File: src/rtl/snapq_pkg.sv
package snapq_pkg;
  localparam int NSEL    = 6;          // command select sources
  localparam int NCHG    = 6;          // change-driven sources
  localparam int CMD_W   = NSEL + 1;   // select bits plus reset bit
  localparam int RST_BIT = NSEL;
  localparam int TAG_W   = 4;

  typedef enum logic [2:0] {
    SRC_EOC  = 3'd0,
    SRC_M4   = 3'd1,
    SRC_M56  = 3'd2,
    SRC_ACT  = 3'd3,
    SRC_STAT = 3'd4,
    SRC_AUX  = 3'd5   // IDENT for commands, block-error for changes
  } src_e;

  function automatic logic [TAG_W-1:0] cmd_tag(input int idx);
    return TAG_W'(8 + idx + 1);
  endfunction

  function automatic logic [TAG_W-1:0] chg_tag(input int idx);
    if (idx == int'(SRC_AUX)) return TAG_W'(7);
    return TAG_W'(idx + 1);
  endfunction
endpackage

File: src/rtl/snapq_cmd_ctrl.sv
module snapq_cmd_ctrl
  import snapq_pkg::*;
(
  input  logic             clk,
  input  logic             rst_n,
  input  logic             cmd_we,
  input  logic [CMD_W-1:0] cmd_wdata,
  input  logic [NSEL-1:0]  cmd_grant,
  output logic [NSEL-1:0]  cmd_pend,
  output logic             clr,
  output logic             soft_rst,
  output logic             pwr_down
);
  logic [NSEL-1:0] new_sel;

  assign clr     = cmd_we & cmd_wdata[RST_BIT];
  assign new_sel = cmd_we ? cmd_wdata[NSEL-1:0] : '0;

  always_ff @(posedge clk or negedge rst_n) begin
    if (!rst_n) begin
      cmd_pend <= '0;
      soft_rst <= 1'b0;
      pwr_down <= 1'b0;
    end else begin
      soft_rst <= clr;
      if (clr) begin
        cmd_pend <= '0;
        pwr_down <= 1'b1;
      end else begin
        cmd_pend <= (cmd_pend & ~cmd_grant) | new_sel;
        if (cmd_we) pwr_down <= 1'b0;
      end
    end
  end

  AST_RST_PULSE: assert property (@(posedge clk) disable iff (!rst_n)
    soft_rst && !clr |=> !soft_rst);
  AST_RST_DROPS: assert property (@(posedge clk) disable iff (!rst_n)
    clr |=> (cmd_pend == '0) && pwr_down);
  AST_SELF_CLEAR: assert property (@(posedge clk) disable iff (!rst_n)
    (cmd_grant != '0) && !cmd_we |=> (cmd_pend & $past(cmd_grant)) == '0);
endmodule

File: src/rtl/snapq_chg_ctrl.sv
module snapq_chg_ctrl
  import snapq_pkg::*;
(
  input  logic            clk,
  input  logic            rst_n,
  input  logic            clr,
  input  logic            line_sync,
  input  logic [NCHG-1:0] chg_raw,
  input  logic [NCHG-1:0] chg_grant,
  output logic [NCHG-1:0] chg_pend
);
  logic [NCHG-1:0] chg_set;

  always_comb begin
    chg_set = chg_raw;
    chg_set[SRC_EOC] = chg_raw[SRC_EOC] & line_sync;
  end

  always_ff @(posedge clk or negedge rst_n) begin
    if (!rst_n)   chg_pend <= '0;
    else if (clr) chg_pend <= '0;
    else          chg_pend <= (chg_pend & ~chg_grant) | chg_set;
  end

  AST_EOC_GATED: assert property (@(posedge clk) disable iff (!rst_n)
    chg_raw[SRC_EOC] && !line_sync && !chg_pend[SRC_EOC] |=> !chg_pend[SRC_EOC]);
endmodule

File: src/rtl/snapq_arbiter.sv
module snapq_arbiter
  import snapq_pkg::*;
#(
  parameter int DATA_W = 12
) (
  input  logic                          clk,
  input  logic                          rst_n,
  input  logic [NCHG-1:0]               chg_pend,
  input  logic [NSEL-1:0]               cmd_pend,
  input  logic [NCHG-1:0][DATA_W-1:0]   chg_vals,
  input  logic [NSEL-1:0][DATA_W-1:0]   cmd_vals,
  output logic                          push,
  output logic [TAG_W+DATA_W-1:0]       entry,
  output logic [NCHG-1:0]               chg_grant,
  output logic [NSEL-1:0]               cmd_grant
);
  localparam int ENT_W = TAG_W + DATA_W;

  logic [NCHG-1:0][ENT_W-1:0] chg_ent;
  logic [NSEL-1:0][ENT_W-1:0] cmd_ent;

  always_comb begin
    chg_grant = chg_pend & (~chg_pend + NCHG'(1));
    if (chg_pend != '0) cmd_grant = '0;
    else                cmd_grant = cmd_pend & (~cmd_pend + NSEL'(1));
  end

  for (genvar gi = 0; gi < NCHG; gi++) begin : g_chg
    assign chg_ent[gi] = chg_grant[gi] ? {chg_tag(gi), chg_vals[gi]} : '0;
  end
  for (genvar gj = 0; gj < NSEL; gj++) begin : g_cmd
    assign cmd_ent[gj] = cmd_grant[gj] ? {cmd_tag(gj), cmd_vals[gj]} : '0;
  end

  always_comb begin
    entry = '0;
    for (int i = 0; i < NCHG; i++) entry = entry | chg_ent[i];
    for (int j = 0; j < NSEL; j++) entry = entry | cmd_ent[j];
  end

  assign push = (chg_grant != '0) || (cmd_grant != '0);

  AST_CHG_FIRST: assert property (@(posedge clk) disable iff (!rst_n)
    (chg_pend != '0) |-> push && !entry[ENT_W-1]);
  AST_ONE_GRANT: assert property (@(posedge clk) disable iff (!rst_n)
    $onehot0({chg_grant, cmd_grant}));
  AST_SERVE_ANY: assert property (@(posedge clk) disable iff (!rst_n)
    ((chg_pend != '0) || (cmd_pend != '0)) |-> push);
endmodule

File: src/rtl/snapq_fifo.sv
module snapq_fifo #(
  parameter int W     = 16,
  parameter int DEPTH = 8
) (
  input  logic         clk,
  input  logic         rst_n,
  input  logic         clr,
  input  logic         in_valid,
  input  logic [W-1:0] in_data,
  output logic         out_valid,
  input  logic         out_ready,
  output logic [W-1:0] out_data,
  output logic         ovf
);
  localparam int AW = (DEPTH > 1) ? $clog2(DEPTH) : 1;
  localparam int CW = $clog2(DEPTH + 1);

  logic [W-1:0]  mem [DEPTH];
  logic [AW-1:0] wr_ptr, rd_ptr;
  logic [CW-1:0] cnt;
  logic          full, pop, accept, drop;

  assign full      = (cnt == CW'(DEPTH));
  assign out_valid = (cnt != '0);
  assign out_data  = mem[rd_ptr];
  assign pop       = out_valid & out_ready;
  assign accept    = in_valid & (!full | pop);
  assign drop      = in_valid & full & !pop;

  function automatic logic [AW-1:0] bump(input logic [AW-1:0] p);
    return (p == AW'(DEPTH - 1)) ? '0 : p + AW'(1);
  endfunction

  always_ff @(posedge clk or negedge rst_n) begin
    if (!rst_n) begin
      wr_ptr <= '0;
      rd_ptr <= '0;
      cnt    <= '0;
      ovf    <= 1'b0;
    end else if (clr) begin
      wr_ptr <= '0;
      rd_ptr <= '0;
      cnt    <= '0;
      ovf    <= 1'b0;
    end else begin
      if (accept) wr_ptr <= bump(wr_ptr);
      if (pop)    rd_ptr <= bump(rd_ptr);
      if (accept && !pop)      cnt <= cnt + CW'(1);
      else if (pop && !accept) cnt <= cnt - CW'(1);
      if (drop) ovf <= 1'b1;
    end
  end

  always_ff @(posedge clk) begin
    if (accept && !clr) mem[wr_ptr] <= in_data;
  end

  AST_COUNT_BOUND: assert property (@(posedge clk) disable iff (!rst_n)
    cnt <= CW'(DEPTH));
  AST_DROP_KEEPS: assert property (@(posedge clk) disable iff (!rst_n)
    drop && !clr |=> full && ovf && $stable(out_data));
  AST_OVF_STICKY: assert property (@(posedge clk) disable iff (!rst_n)
    ovf && !clr |=> ovf);
  AST_HOLD_HEAD: assert property (@(posedge clk) disable iff (!rst_n)
    out_valid && !out_ready && !clr |=> out_valid && $stable(out_data));
  AST_CLR_EMPTY: assert property (@(posedge clk) disable iff (!rst_n)
    clr |=> !out_valid && !ovf);
endmodule

File: src/rtl/status_snapshot_queue.sv
module status_snapshot_queue
  import snapq_pkg::*;
#(
  parameter int          DATA_W  = 12,
  parameter int          DEPTH   = 8,
  parameter logic [3:0]  ID_CODE = 4'hC
) (
  input  logic                    clk,
  input  logic                    rst_n,
  input  logic                    cmd_we,
  input  logic [CMD_W-1:0]        cmd_wdata,
  input  logic                    line_sync,
  input  logic                    eoc_new,
  input  logic                    m4_chg,
  input  logic                    m56_chg,
  input  logic                    act_chg,
  input  logic                    stat_chg,
  input  logic                    bec_hit,
  input  logic [DATA_W-1:0]       rx_eoc,
  input  logic [DATA_W-1:0]       rx_m4,
  input  logic [DATA_W-1:0]       rx_m56,
  input  logic [DATA_W-1:0]       rx_act,
  input  logic [DATA_W-1:0]       stat_word,
  input  logic [DATA_W-1:0]       bec_val,
  output logic                    q_valid,
  input  logic                    q_ready,
  output logic [TAG_W+DATA_W-1:0] q_data,
  output logic                    q_overflow,
  output logic                    pwr_down,
  output logic                    soft_rst
);
  localparam int ENT_W = TAG_W + DATA_W;
  localparam logic [DATA_W-1:0] ID_WORD = DATA_W'({ID_CODE, 8'h08});

  logic [NSEL-1:0]             cmd_pend, cmd_grant;
  logic [NCHG-1:0]             chg_pend, chg_grant, chg_raw;
  logic [NSEL-1:0][DATA_W-1:0] cmd_vals;
  logic [NCHG-1:0][DATA_W-1:0] chg_vals;
  logic                        clr, push;
  logic [ENT_W-1:0]            entry;

  assign chg_raw  = {bec_hit, stat_chg, act_chg, m56_chg, m4_chg, eoc_new};
  assign cmd_vals = {ID_WORD, stat_word, rx_act, rx_m56, rx_m4, rx_eoc};
  assign chg_vals = {bec_val, stat_word, rx_act, rx_m56, rx_m4, rx_eoc};

  snapq_cmd_ctrl u_cmd (
    .clk(clk), .rst_n(rst_n), .cmd_we(cmd_we), .cmd_wdata(cmd_wdata),
    .cmd_grant(cmd_grant), .cmd_pend(cmd_pend), .clr(clr),
    .soft_rst(soft_rst), .pwr_down(pwr_down)
  );

  snapq_chg_ctrl u_chg (
    .clk(clk), .rst_n(rst_n), .clr(clr), .line_sync(line_sync),
    .chg_raw(chg_raw), .chg_grant(chg_grant), .chg_pend(chg_pend)
  );

  snapq_arbiter #(.DATA_W(DATA_W)) u_arb (
    .clk(clk), .rst_n(rst_n), .chg_pend(chg_pend), .cmd_pend(cmd_pend),
    .chg_vals(chg_vals), .cmd_vals(cmd_vals), .push(push), .entry(entry),
    .chg_grant(chg_grant), .cmd_grant(cmd_grant)
  );

  snapq_fifo #(.W(ENT_W), .DEPTH(DEPTH)) u_fifo (
    .clk(clk), .rst_n(rst_n), .clr(clr), .in_valid(push), .in_data(entry),
    .out_valid(q_valid), .out_ready(q_ready), .out_data(q_data), .ovf(q_overflow)
  );

  AST_WRITE_SEEN: assert property (@(posedge clk) disable iff (!rst_n)
    cmd_we && !clr && (cmd_wdata[NSEL-1:0] != '0) |=> q_valid || q_overflow || (cmd_pend != '0) || (chg_pend != '0));
endmodule

File: config.mk
export PLATFORM = sky130hd
export DESIGN_NAME = status_snapshot_queue
export DESIGN_NICKNAME = d
export VERILOG_FILES = /design/src/rtl/snapq_pkg.sv /design/src/rtl/snapq_cmd_ctrl.sv /design/src/rtl/snapq_chg_ctrl.sv /design/src/rtl/snapq_arbiter.sv /design/src/rtl/snapq_fifo.sv /design/src/rtl/status_snapshot_queue.sv
export SDC_FILE = /design/constraint.sdc
export NUM_CORES = 1
export LEC_CHECK = 0
export BUFFER_PORTS_ARGS = -buffer_cell sky130_fd_sc_hd__buf_2
export CORE_MARGIN = 4
export CORE_UTILIZATION = 55
export DETAILED_ROUTE_END_ITERATION = 10
export MAX_ROUTING_LAYER = met4
export PLACE_DENSITY = 0.78
export SETUP_SLACK_MARGIN = 0.02
export SYNTH_ARGS = -nofsm -noshare
export SYNTH_HDL_FRONTEND = slang
export SYNTH_SLANG_ARGS = --single-unit
export TNS_END_PERCENT = 50
File: constraint.sdc
create_clock -name clk -period 5.6 [get_ports clk]
set_clock_uncertainty 0.1 [all_clocks]
set_input_delay 1.12 -clock clk [delete_from_list [all_inputs] [get_ports clk]]
set_output_delay 1.12 -clock clk [all_outputs]
set_load 0.01 [all_outputs]
==> impl_metrics.py <==
metrics = {
    "routing": {
        "drt_pass1_iterations": 7,
        "highest_layer": "met4",
        "wl_met2_um": 8300,
        "drt_wl_total_um": 16000,
        "initialDrtViolationCount": 625,
        "vias": 4379,
        "met3WireLength_um": 1240,
        "vias_per_cell": 6.36,
        "wl_per_cell_um": 23.3,
        "m1WireLength_um": 6210,
        "drc": 0,
        "antenna_left": 0,
    },
    "cts": {
        "post_cts_buffers": 0,
        "cts_sinks": 153,
        "htree_levels": 4,
        "numCtsBuffers": 17,
        "hold_buffers": 0,
        "path_clk_slew_ns": 0.06,
        "cts_resized": 0,
        "cts_tree": "built",
        "cts-root-buf": "clkbuf_16",
        "cts_max_path_buffers": 2,
        "clk_latency_ns": 0.42,
    },
    "place": {
        "post_dp_cell_area_um2": 7420,
        "hpwlAfterDp_um": 10400,
        "port_buffers": 109,
        "placedCellCount": 657,
        "gp_congestion": 0.875,
    },
    "worst_setup_path": {
        "cp_top_family": "flip-flops",
        "slowest_delay_ns": 0.85,
        "ff2ff_setup_slack_ns": 2.33,
        "crit_fanout": 23,
        "critPathCaptureType": "output port",
        "cp_num_buf_inv": 2,
        "path_class": "reg -> out",
        "cp_slowest_cell": "dfrtp_2",
        "critPathLaunchType": "flop",
        "path_depth": 4,
        "path_cells": "buf_4, mux4_2, mux2_2, buf_2",
        "critPathRequiredTime_ns": 4.38,
        "cp_data_arrival_time_ns": 2.66,
        "worstRegToRegCells": 5,
    },
    "synthesis": {
        "ys_seq_elements": 153,
        "synth_top_area_share": 0.569,
        "ys_types": 49,
        "synth-edff-count": 128,
        "syn_nets": 519,
        "ys_seq_area_frac": 0.662,
        "synthArstFlopShare": 0.163,
        "yosysTopAreaCell": "edfxtp_1",
        "synth_warnings": 0,
        "synth_area_leaders": "edfxtp_1 (57%), mux4_2 (11%), dfrtp_1 (9.3%)",
        "netlist_instances": 422,
        "syn-cell-area_um2": 6750,
        "syn_avg_cell_area_um2": 16.0,
        "synthFlopType": "edfxtp_1",
    },
    "timing": {
        "period_needed_ns": 3.88,
        "tightestPinTransition_ns": 1.08,
        "final-hold-violation-count": 0,
        "setup_violations": 0,
        "final-max-slew-violation-count": 0,
        "max_freq_ghz": 0.257,
        "rsz0062_at_grt": "false",
        "maxSlewHeadroom": 0.278,
        "hold_slack_ns": 0.399,
        "tns_ns": 0,
        "finalCritPeriodShare": 0.694,
    },
    "floorplan": {
        "io-pin-count": 110,
        "die_h_um": 119,
        "die-area_um2": 14100,
        "start_util": 0.562,
        "coreArea_um2": 12000,
        "rows": 40,
        "die_w_um": 119,
    },
    "layout": {
        "fin_nets": 626,
        "final_area_um2": 8000,
        "fin_cells": 688,
        "drive_above_1_share": 0.383,
        "final_common_cell": "edfxtp_1",
        "layout_common_cells": "edfxtp_1 (128), buf_2 (109), mux4_2 (32)",
        "syn_to_final_growth_pct": 18.5,
        "antenna_cells": 0,
    },
    "pwr": {
        "p_leak_uw": 0.00299,
        "power.switching_uw": 1190,
        "total_power_uw": 3950,
        "netSwitchingFraction": 0.301,
        "power.density_nw_per_um2": 494,
        "comb_power_share": 0.278,
        "clockPowerShare": 0.287,
        "ir_drop_uv": 276,
        "seqPwrFrac": 0.435,
        "internal_power_uw": 2760,
    },
    "job": {
        "maxCapViolCount": 0,
    },
    "global_routing": {
        "antenna_found_initial": 0,
        "grt_max_degree": 35,
        "track_usage": 0.247,
        "grt_pass1_wl_um": 25600,
        "gr-total-overflow": 0,
        "grt_pass1_vias": 4714,
    },
    "run_status": {
        "status": "finished, final reports clean",
    },
    "min_path": {
        "hold_depth": 2,
        "hold_path_class": "reg -> reg",
    },
}
routing by layer:
metal / vias up / track usage
met4: 0 / 0.0768
li1: 1920 / -
met5: - / -
met3: 25 / 0.0594
met2: 229 / 0.399
met1: 2205 / 0.315
sequential cells by signal, summed over array words and instances (netlist names):
register	count
u_fifo.mem	128
u_chg.chg_pend	6
u_cmd.cmd_pend	6
u_fifo.cnt	4
u_fifo.rd_ptr	3
u_fifo.wr_ptr	3
u_cmd.pwr_down	1
u_cmd.soft_rst	1
u_fifo.ovf	1
cells in the mapped netlist, types with 3 or more instances:
cell type and instances:
buf_2 7, or3_1 3, nand2_1 31, mux4_2 32, mux2_2 16, and2_1 3, and3_1 3, nor2b_1 3
dfrtp_1 25, nor2_1 24, inv_1 12, nand3_1 8, a222oi_1 14, a21oi_1 20, edfxtp_1 128, o21ai_0 8
nor3_1 5, ha_1 6, a22o_1 5, a22oi_1 15, clkbuf_1 13, nand4_1 3
final timing paths:
check                                  start          endpoint
max                         u_fifo.rd_ptr[0]        q_data[14]
min                               u_fifo.ovf        u_fifo.ovf
max reg2reg                u_chg.chg_pend[2]  u_fifo.mem[4][3]
min reg2reg                       u_fifo.ovf        u_fifo.ovf
max in group asynchronous              rst_n  u_fifo.rd_ptr[0]
min in group asynchronous              rst_n     u_fifo.cnt[2]
cells by family after synthesis:
group / Yosys count / share of synthesized area
XOR/XNOR: 1 / 0.00130
AND/OR/NAND/NOR: 97 / 0.0761
adder cells (fa/ha/maj): 7 / 0.0141
AO/OA/AOI/OAI: 79 / 0.0873
flip-flops: 153 / 0.662
buffers and inverters: 36 / 0.0246
multiplexers: 49 / 0.135
through the flow:
step,setup WS (ns),util
3_5_place_dp,1.88,0.618
6_report,1.72,0.666
3_3_place_gp,2.04,0.618
5_1_grt,1.51,0.666
2_1_floorplan,2.05,-
4_1_cts,1.64,0.666
power groups by stage:
stage | Combinational (uW) | Clock, uW | Sequential, uW
after floorplan | 856 | 0 | 1590
after global placement | 1060 | 0 | 1730
after detailed placement | 1100 | 0 | 1740
after CTS | 1120 | 1140 | 1730
after global routing | 1200 | 1200 | 1760
final | 1100 | 1130 | 1720
cell type report:
class,count,area [um^2]
multi-input cells,233,2150
fillers,815,4010
well taps,147,184
repair buffers,112,568
inverters,12,45.0
flip-flops and latches,153,4470
clock buffers,18,429
clock inverters,13,153
worst register-to-register path, cell delays in order, from the launching register on:
cell     delay [ns]
dfrtp_1        0.50
nor4_4         0.72
nand3_2        0.27
o32ai_2        0.88
a22oi_1        0.21
nand3_1        0.35
No activity file was read; power rests on OpenSTA's default activity.
